<file path="src/rtl/acc_alu_pkg.sv">
package acc_alu_pkg;
  localparam int BYTE_W = 8;
  localparam int WORD_W = 2 * BYTE_W;
  localparam int FLG_W  = 5;

  localparam int F_H = 4;
  localparam int F_N = 3;
  localparam int F_Z = 2;
  localparam int F_V = 1;
  localparam int F_C = 0;

  typedef enum logic [3:0] {
    OP_ADDA = 4'd0,  OP_ADCA = 4'd1,  OP_SUBA = 4'd2,  OP_CMPA = 4'd3,
    OP_ABA  = 4'd4,  OP_SBA  = 4'd5,  OP_CBA  = 4'd6,  OP_INCA = 4'd7,
    OP_DECA = 4'd8,  OP_DAA  = 4'd9,  OP_ADDD = 4'd10, OP_SUBD = 4'd11,
    OP_CPD  = 4'd12, OP_INXY = 4'd13, OP_DEXY = 4'd14, OP_RSVD = 4'd15
  } alu_op_e;

  typedef enum logic [1:0] {
    DST_NONE = 2'd0, DST_A = 2'd1, DST_D = 2'd2, DST_IDX = 2'd3
  } alu_dst_e;
endpackage

</file>
<file path="src/rtl/acc_adder.sv">
module acc_adder #(
  parameter int W = 8
) (
  input  logic [W-1:0] a_i,
  input  logic [W-1:0] b_i,
  input  logic         cin_i,
  input  logic         sub_i,
  output logic [W-1:0] sum_o,
  output logic         cflag_o,
  output logic         hc_o,
  output logic         ovf_o
);
  logic [W-1:0] b_eff;
  logic [W:0]   total;
  logic         c_eff;

  always_comb begin
    b_eff   = sub_i ? ~b_i : b_i;
    c_eff   = sub_i ? ~cin_i : cin_i;
    total   = {1'b0, a_i} + {1'b0, b_eff} + {{W{1'b0}}, c_eff};
    sum_o   = total[W-1:0];
    cflag_o = sub_i ? ~total[W] : total[W];
    ovf_o   = (a_i[W-1] == b_eff[W-1]) && (total[W-1] != a_i[W-1]);
  end

  generate
    if (W > 4) begin : g_hc
      assign hc_o = a_i[4] ^ b_eff[4] ^ total[4];
    end else begin : g_nohc
      assign hc_o = 1'b0;
    end
  endgenerate
endmodule

</file>
<file path="src/rtl/acc_daa.sv">
module acc_daa (
  input  logic [7:0] a_i,
  input  logic       h_i,
  input  logic       c_i,
  output logic [7:0] res_o,
  output logic       c_o
);
  logic [3:0] lo, hi;
  logic       fix_lo, fix_hi;

  always_comb begin
    lo     = a_i[3:0];
    hi     = a_i[7:4];
    fix_lo = (lo > 4'd9) || h_i;
    fix_hi = (hi > 4'd9) || c_i || ((hi == 4'd9) && (lo > 4'd9));
    res_o  = a_i + (fix_lo ? 8'h06 : 8'h00) + (fix_hi ? 8'h60 : 8'h00);
    c_o    = fix_hi;
  end
endmodule

</file>
<file path="src/rtl/acc_flag_rules.sv">
module acc_flag_rules
  import acc_alu_pkg::*;
(
  input  alu_op_e              op_i,
  output logic [FLG_W-1:0]     we_o,
  output alu_dst_e             dst_o
);
  always_comb begin
    unique case (op_i)
      OP_ADDA, OP_ADCA, OP_ABA:          we_o = 5'b11111;
      OP_SUBA, OP_CMPA, OP_SBA, OP_CBA,
      OP_ADDD, OP_SUBD, OP_CPD:          we_o = 5'b01111;
      OP_INCA, OP_DECA:                  we_o = 5'b01110;
      OP_DAA:                            we_o = 5'b01101;
      OP_INXY, OP_DEXY:                  we_o = 5'b00100;
      default:                           we_o = 5'b00000;
    endcase
    unique case (op_i)
      OP_ADDA, OP_ADCA, OP_SUBA, OP_ABA, OP_SBA,
      OP_INCA, OP_DECA, OP_DAA:          dst_o = DST_A;
      OP_ADDD, OP_SUBD:                  dst_o = DST_D;
      OP_INXY, OP_DEXY:                  dst_o = DST_IDX;
      default:                           dst_o = DST_NONE;
    endcase
  end
endmodule

</file>
<file path="src/rtl/acc_alu.sv">
module acc_alu
  import acc_alu_pkg::*;
(
  input  logic              clk,
  input  logic              rst_n,
  input  logic [3:0]        op_i,
  input  logic [7:0]        acc_a_i,
  input  logic [7:0]        acc_b_i,
  input  logic [15:0]       opnd_i,
  input  logic [15:0]       idx_i,
  input  logic [4:0]        flags_i,
  output logic [15:0]       res_o,
  output logic [1:0]        dest_o,
  output logic [4:0]        flags_o,
  output logic [4:0]        flag_we_o
);
  alu_op_e op;
  assign op = alu_op_e'(op_i);

  // byte path operand selection
  logic [BYTE_W-1:0] b8;
  logic              sub8, cin8;
  logic [BYTE_W-1:0] sum8;
  logic              c8, h8, v8;

  always_comb begin
    unique case (op)
      OP_ABA, OP_SBA, OP_CBA: b8 = acc_b_i;
      OP_INCA, OP_DECA:       b8 = BYTE_W'(1);
      default:                b8 = opnd_i[BYTE_W-1:0];
    endcase
    sub8 = (op == OP_SUBA) || (op == OP_CMPA) || (op == OP_SBA) ||
           (op == OP_CBA)  || (op == OP_DECA);
    cin8 = (op == OP_ADCA) ? flags_i[F_C] : 1'b0;
  end

  acc_adder #(.W(BYTE_W)) u_add8 (
    .a_i(acc_a_i), .b_i(b8), .cin_i(cin8), .sub_i(sub8),
    .sum_o(sum8), .cflag_o(c8), .hc_o(h8), .ovf_o(v8)
  );

  // word path operand selection
  logic              idx_op;
  logic [WORD_W-1:0] a16, b16, sum16;
  logic              sub16, c16, h16, v16;

  always_comb begin
    idx_op = (op == OP_INXY) || (op == OP_DEXY);
    a16    = idx_op ? idx_i : {acc_a_i, acc_b_i};
    b16    = idx_op ? WORD_W'(1) : opnd_i;
    sub16  = (op == OP_SUBD) || (op == OP_CPD) || (op == OP_DEXY);
  end

  acc_adder #(.W(WORD_W)) u_add16 (
    .a_i(a16), .b_i(b16), .cin_i(1'b0), .sub_i(sub16),
    .sum_o(sum16), .cflag_o(c16), .hc_o(h16), .ovf_o(v16)
  );

  logic [7:0] daa_res;
  logic       daa_c;

  acc_daa u_daa (
    .a_i(acc_a_i), .h_i(flags_i[F_H]), .c_i(flags_i[F_C]),
    .res_o(daa_res), .c_o(daa_c)
  );

  logic [FLG_W-1:0] we_d;
  alu_dst_e         dst_d;

  acc_flag_rules u_rules (.op_i(op), .we_o(we_d), .dst_o(dst_d));

  // next-state logic
  logic [WORD_W-1:0] res_d;
  logic [FLG_W-1:0]  new_f, flags_d;

  always_comb begin
    res_d = '0;
    new_f = '0;
    unique case (op)
      OP_DAA: begin
        res_d        = {8'h00, daa_res};
        new_f[F_N]   = daa_res[7];
        new_f[F_Z]   = (daa_res == 8'h00);
        new_f[F_C]   = daa_c;
      end
      OP_ADDD, OP_SUBD, OP_CPD, OP_INXY, OP_DEXY: begin
        res_d        = sum16;
        new_f[F_H]   = h16;
        new_f[F_N]   = sum16[WORD_W-1];
        new_f[F_Z]   = (sum16 == '0);
        new_f[F_V]   = v16;
        new_f[F_C]   = c16;
      end
      OP_RSVD: begin
        res_d        = '0;
      end
      default: begin
        res_d        = {8'h00, sum8};
        new_f[F_H]   = h8;
        new_f[F_N]   = sum8[BYTE_W-1];
        new_f[F_Z]   = (sum8 == '0);
        new_f[F_V]   = v8;
        new_f[F_C]   = c8;
      end
    endcase
    flags_d = (new_f & we_d) | (flags_i & ~we_d);
  end

  // output registers
  always_ff @(posedge clk or negedge rst_n) begin
    if (!rst_n) begin
      res_o     <= '0;
      dest_o    <= DST_NONE;
      flags_o   <= '0;
      flag_we_o <= '0;
    end else begin
      res_o     <= res_d;
      dest_o    <= dst_d;
      flags_o   <= flags_d;
      flag_we_o <= we_d;
    end
  end

  AST_H_ADD_ONLY: assert property (@(posedge clk) disable iff (!rst_n)
    flag_we_o[F_H] |-> ($past(op_i) == OP_ADDA || $past(op_i) == OP_ADCA ||
                        $past(op_i) == OP_ABA));

  AST_Z_RESULT: assert property (@(posedge clk) disable iff (!rst_n)
    flag_we_o[F_Z] |-> (flags_o[F_Z] == (res_o == 16'h0000)));

  AST_CMP_NO_DEST: assert property (@(posedge clk) disable iff (!rst_n)
    (dest_o == DST_NONE && flag_we_o != 5'b0) |->
      ($past(op_i) == OP_CMPA || $past(op_i) == OP_CBA || $past(op_i) == OP_CPD));

  AST_DAA_CARRY: assert property (@(posedge clk) disable iff (!rst_n)
    (flag_we_o[F_C] && $past(op_i) == OP_DAA && $past(flags_i[F_C])) |->
      flags_o[F_C]);

  AST_IDX_ZONLY: assert property (@(posedge clk) disable iff (!rst_n)
    (dest_o == DST_IDX) |-> (flag_we_o == 5'b00100));
endmodule

</file>
<file path="config.mk">
export PLATFORM = sky130hd
export DESIGN_NAME = acc_alu
export DESIGN_NICKNAME = d
export VERILOG_FILES = /design/src/rtl/acc_alu_pkg.sv /design/src/rtl/acc_adder.sv /design/src/rtl/acc_daa.sv /design/src/rtl/acc_flag_rules.sv /design/src/rtl/acc_alu.sv
export SDC_FILE = /design/constraint.sdc
export NUM_CORES = 1
export LEC_CHECK = 0
export ABC_AREA = 1
export BUFFER_PORTS_ARGS = -buffer_cell sky130_fd_sc_hd__buf_2
export CAP_MARGIN = 0
export CORE_MARGIN = 2
export CORE_UTILIZATION = 47
export DETAILED_ROUTE_END_ITERATION = 12
export HOLD_SLACK_MARGIN = 0.05
export PLACE_DENSITY = 0.72
export SYNTH_ARGS = -nofsm -noshare
export SYNTH_HDL_FRONTEND = slang
export SYNTH_SLANG_ARGS = --single-unit
</file>
<file path="constraint.sdc">
create_clock -name clk -period 0.8 [get_ports clk]
set_input_delay 0.16 -clock clk [delete_from_list [all_inputs] [get_ports clk]]
set_output_delay 0.16 -clock clk [all_outputs]
set_load 0.01 [all_outputs]
</file>
* Word-level counts from Yosys, hierarchy flattened
Memories as Yosys holds them, arrays and structs flattened. A register that Yosys moved wholly into a read port is not among the register bits.
Index checks and enable logic that the tools add are counted.
** Storage, ports and cells
- Register bits :: 26
- Latch bits :: 0
- RAM bits :: 0
- ROM bits :: 112
- Bits of input ports :: 59
- Word-level logic and storage cells :: 84
- Memories :: 2
** Operators by class
- Add/sub/neg operators :: 6
- Multiply operators :: 0
- Div/mod/pow operators :: 0
- Magnitude comparators :: 2
- Equal/unequal tests :: 20
- Shifts and indexed selects :: 0
- Muxes and demuxes :: 17
- Bitwise operators :: 13
- Reduce and logical (&&, ||, !) cells :: 21
** Memory list
- (name not given) :: words 16, bits a word 5, read ports 1, clocked after memory_dff 0, wr ports 0, line acc_flag_rules.sv:9 : unique case (op_i)
- (name not given) :: words 16, bits a word 2, read ports 1, clocked after memory_dff 1, wr ports 0, line acc_flag_rules.sv:18 : unique case (op_i)
** Operators by type and width (number)
- two-way mux 16 bit :: 3
- case mux 16 bit (3 select lines) :: 1
- == test 4 bit, second input constant :: 9
- adder 16 x 16 -> 17 bit :: 1
- adder 17 x 1 -> 17 bit :: 1
- adder 8 bit :: 2
- == test 4 x 3 -> 1 bit, second input constant :: 4
- logical NOT 16 bit :: 1
- logical NOT 8 bit :: 2
- inverter 16 bit :: 1
- case mux 8 bit (2 select lines) :: 1
- AND 5 bit :: 2
- logical OR 1 bit :: 10
- adder 8 x 8 -> 9 bit :: 1
- adder 9 x 1 -> 9 bit :: 1
- == test 4 x 2 -> 1 bit, second input constant :: 2
- greater-than comparator 4 bit, second input constant :: 2
- two-way mux 8 bit :: 1
- inverter 8 bit :: 1
- two-way mux 7 bit :: 1
- case mux 2 bit (3 select lines) :: 1
- two-way mux 1 bit :: 5
- inverter 5 bit :: 1
- bitwise OR 5 bit :: 1
- 13 further kinds :: 24

* Logic depth before layout (Yosys ltp)
- Word-level depth :: 13
- Mapped depth :: 24
- Gate-level depth less buffers :: 23

* By module
A second synthesis with hierarchy kept.
** Unflattened totals
- Cell total of the unflattened synthesis :: 575
- Area, all modules :: 3713.6 sq um
** Modules (own cells, without submodules)
- acc_alu :: times used 1, cells an instance 232, area each 1702.9 sq um, sequential area each 700.7 sq um
- acc_adder (u_add16) :: times used 1, cells an instance 184, area each 1069.8 sq um, sequential area each 0.0 sq um
- acc_adder (u_add8) :: times used 1, cells an instance 74, area each 466.7 sq um, sequential area each 0.0 sq um
- acc_daa :: times used 1, cells an instance 52, area each 290.3 sq um, sequential area each 0.0 sq um
- acc_flag_rules :: times used 1, cells an instance 33, area each 183.9 sq um, sequential area each 0.0 sq um

* Least setup slack after synthesis
Ideal clock, no wire load.
- Path kind :: input-to-reg
- Start :: input op_i[0]
- End :: register flags_o[2]
- Setup time :: 0.062 ns
- Data arrival time :: 3.192 ns
- Path slack :: -2.454 ns
- Stages on the path :: 21
- Path buffers :: 1
- Cell sequence :: inv_1 ha_1 o31ai_1 clkbuf_1 a31oi_1 xnor2_1 fa_1 inv_1 fa_1 nand3_1 nand2_1 nand2_1 nand2_1 a21oi_1 xor2_1 nand4_1 nand2_1 inv_1 nand3_1 nand2_1 inv_1
** Between the ends
- Word-level cells in the longest chain between the ends :: 12
- Elaborated cells on any way between the ends :: 48
- Classes of those cells :: 4 x add/sub; 15 x eq/ne; 9 x mux; 7 x bitwise; 12 x reduce/logical; 1 x memory
** Ends and longest elaborated chain
- start, declared :: line acc_alu.sv:6 : input logic [3:0] op_i,
- parallel branches: the longest is 11 deep, another holds adder 16 x 16 -> 17 bit
- bitwise OR 5 bit (*) :: line acc_alu.sv:106 : flags_d = (new_f & we_d) | (flags_i & ~we_d);
- named net flags_d[2] :: line acc_alu.sv:74 : logic [FLG_W-1:0] new_f, flags_d;
- end signal, assigned :: line acc_alu.sv:119 : flags_o <= flags_d;
- end, declared :: line acc_alu.sv:14 : output logic [4:0] flags_o,
Mark *: on every way through the listed nets, which the timed path passes.

* Worst setup path after layout
- Start :: input op_i[2]
- End :: register flags_o[2]
Same word-level chain as after synthesis.

==> metrics.txt <==
clk buf depth=2; Final Util=0.916; # H-tree levels=1; clock slew at reported path FFs=100 ps; post-synth top area share=0.200; Core Area=7210 µm²; Crit Path Max Fanout=7; Slew Viols, Final=0; slowest CP cell=fa_2; unrepaired setup endpoints after global routing=yes; largest net degree at the start of global routing=29; Die H=between 90 and 100 µm; Worst Tran Pin Value=435 ps; slowest stage delay, CP=about 350 ps; switch share=0.447; vias per inst=between 6 and 7; sequential share of power=0.154; Hold/Removal Path Class=in2reg; die width=~90 µm; share of post-route cells with drive strength above 1=0.569; P&R area growth vs syn=88.9%; WP data required=1040 ps; Yosys reg bits=28; fillers=293; compound-gate portion of the synthesized area=0.148; critical path class=in2reg; CP arrival=3350 ps; Worst Setup End Kind=flip-flop; Max-cap violations=0; dpl cells=around 830; fmax=322 MHz; Placer Congestion=0.944; cell with the most instances after synthesis=nand2_1; Logic pwr share=0.743; most instantiated cells after synthesis=nand2_1, inv_1, nand3_1; DP HPWL=10,100 µm; static leakage=3.34 nW; Global Route Usage Sum=0.319; Tmin final=3110 ps; # setup viols final=54; Post-synth EDFFs=0; nets=between 800 and 900; period utilization=3.88; Vias=5,346; Area contributors post-synth=dfrtp_1, nand2_1, ha_1, inv_1, nand3_1; Top FF cell, synth=dfrtp_1; CTS buffer count=3; n_diodes=0; Final ANT Viol Nets=0; post-synthesis instance total=517; CP Launch Type=primary input; sequential area share after synthesis=0.200; clk sinks=28; Worst Setup Slack, final=-2310 ps; row cnt=31; Ys Warns=0; Mapped Area=3500 µm²; failing checks=setup timing; drt initial violations=530; area of the die=8150 µm²; initial antenna violation count=0; status=finished, violations left; Clk pwr share=0.102; sequence of cells on the critical path=buf_6 > inv_2 > nor2_1 > inv_1 > o21ai_2 > inv_1 > a31oi_4 > xnor2_4 > fa_2 > inv_2 > fa_2 > nand3_2 > nand2_2 > nand2_1 > nand2_1 > a21oi_2 > xor2_1 > nand4_1 > nand2_1 > inv_1 > nand3_1 > nand2_1 > inv_1; Final Hold Fails=0; Sw Pwr=just over 0.005 W; Wirelength per Cell=21.8 µm; CTS tree=done; cell count of the worst hold path=3; Yosys top cell by area=dfrtp_1; Max IR drop VDD=1100 µV; first-pass GRT wire length=21,200 µm; root buf cell=clkbuf_8; Yosys cell types=42; largest family of logic cells by synthesized area=simple AND/OR/NAND/NOR gates; IO Pins=87; # DRC=0; Min Hold Slack=102 ps; GRT overflow=0; Min-Delay Endpoint=flags_o[1]$_DFF_PN0_; Post-Synth Adder-Cell Area=0.144; post-synthesis simple-gate area fraction=0.319; PortBufs=86; Pwr Density=around 1700 nW/µm²; vias in the first global route=around 4,500; final wirelength=between 15,000 and 20,000 µm; Max-slew headroom=0.707; Post-Synth XOR/XNOR Area=0.103; Post-synth ARST share=1.00; Detailed Routing Iterations Pass 1=6; Post-Syn Nets=614; hold path startpoint=flags_i[1]; mux contribution to synthesized area=0; fin cells=876; Internal=0.00635 W; Mapped Avg Cell Area=slightly below 7 µm²; initial core utilization=0.485
[power groups by stage]
| stage | Combinational [W] | Clock (W) | Sequential, W |
|---|---|---|---|
| 2_1_floorplan | 0.00282 | 0 | 0.00198 |
| 3_3_place_gp | 0.00559 | 0 | 0.00179 |
| 5_1_grt | 0.00891 | 0.00124 | 0.00180 |
| 4_1_cts | 0.00632 | 0.00114 | 0.00177 |
| 6_report | 0.00853 | 0.00117 | 0.00177 |
| 3_5_place_dp | 0.00568 | 0 | 0.00180 |
[flip-flops by register name (all words and copies together) (netlist names)]
signal / flops
dest_o: 2
flag_we_o: 5
flags_o: 5
res_o: 16
[worst max-delay path by stage]
stage	startpoint	end	slack (ps)	cells past startpoint
finish	op_i[2]	flags_o[2]$_DFF_PN0_	-2310	23
global route	op_i[2]	flags_o[2]$_DFF_PN0_	-2510	23
CTS	op_i[1]	flags_o[2]$_DFF_PN0_	-2020	23
detailed placement	op_i[0]	res_o[7]$_DFF_PN0_	-2380	19
global placement	op_i[0]	flags_o[2]$_DFF_PN0_	-2310	22
floorplan	op_i[1]	flags_o[2]$_DFF_PN0_	-2070	18
[metrics by stage]
step | setup WS (ps) | power [W] | area (µm²) | TNS [ps]
after floorplan | -2070 | 0.00480 | 3610 | -34960
after global placement | -2310 | 0.00738 | 5200 | -46000
after detailed placement | -2380 | 0.00748 | 5200 | -47330
after CTS | -2020 | 0.00923 | 5720 | -40110
after global routing | -2510 | 0.0120 | 6610 | -47830
final | -2310 | 0.0115 | 6610 | -44440
[cells in the final DEF, fill, tap and decap left out, types with 6 or more instances in the layout]
cell type and instances:
xor2_1 15, inv_2 8, dfrtp_1 28, xnor2_1 9, o21ai_2 9, buf_2 82, nand3_4 6, buf_6 29
ha_1 19, ha_4 10, xnor2_2 8, o21ai_1 12, buf_4 138, nand2_1 95, a21oi_2 11, a21oi_1 14
nor2_4 13, nor2_2 11, o21ai_0 11, buf_12 6, nand2_2 33, nand2_4 9, nand3_1 26, inv_1 55
nor2_1 19, nand4_1 8, nand3_2 11
[area by class of cell]
cell class | instances | area (µm²) | share of cell area
multi-input cells | 416 | 3460 | 0.524
clock buffers | 3 | 41.3 | 0.00625
repair buffers | 261 | 1980 | 0.300
flip-flops and latches | 28 | 701 | 0.106
well taps | 99 | 124 | 0.0187
inverters | 68 | 272 | 0.0411
clock inverters | 1 | 30.0 | 0.00454
[layer usage]
layer | part of all wire | track usage | wire length [µm] | up-vias
met5 | 0 | 0 | 0 | -
met4 | 0.093 | 0.127 | 1780 | 0
met3 | 0.12 | 0.0367 | 2340 | 207
met2 | 0.45 | 0.546 | 8520 | 543
met1 | 0.34 | 0.410 | 6450 | 2366
li1 | - | - | - | 2230
[kinds of logic (layout without fill, tap and decap cells)]
group / Yosys count / after routing
AOI/OAI and AO/OA: 89 / 89
adders and majority gates: 38 / 38
buffers and inverters: 76 / 333
xor gates and xnor gates: 41 / 41
and+or+nand+nor: 245 / 248
DFF: 28 / 28
[worst max-delay path, delay by kind of cell]
family          cells  cell delay, ps
simple gates        9             930
buf+inv             7             660
compound gates      3             580
fa+ha+maj           2             580
xor+xnor            2             420
[timing repair]
action | 4_1_cts | 5_1_grt
setup endpoints to repair | 55 | 55
resized for setup | 83 | 157
pin swaps | 41 | 79
setup buffers | 16 | 22
cloned | 2 | 3
hold endpoints to repair | 28 | 0
hold buffers | 1 | 0
(Power assumes the default switching activity.)
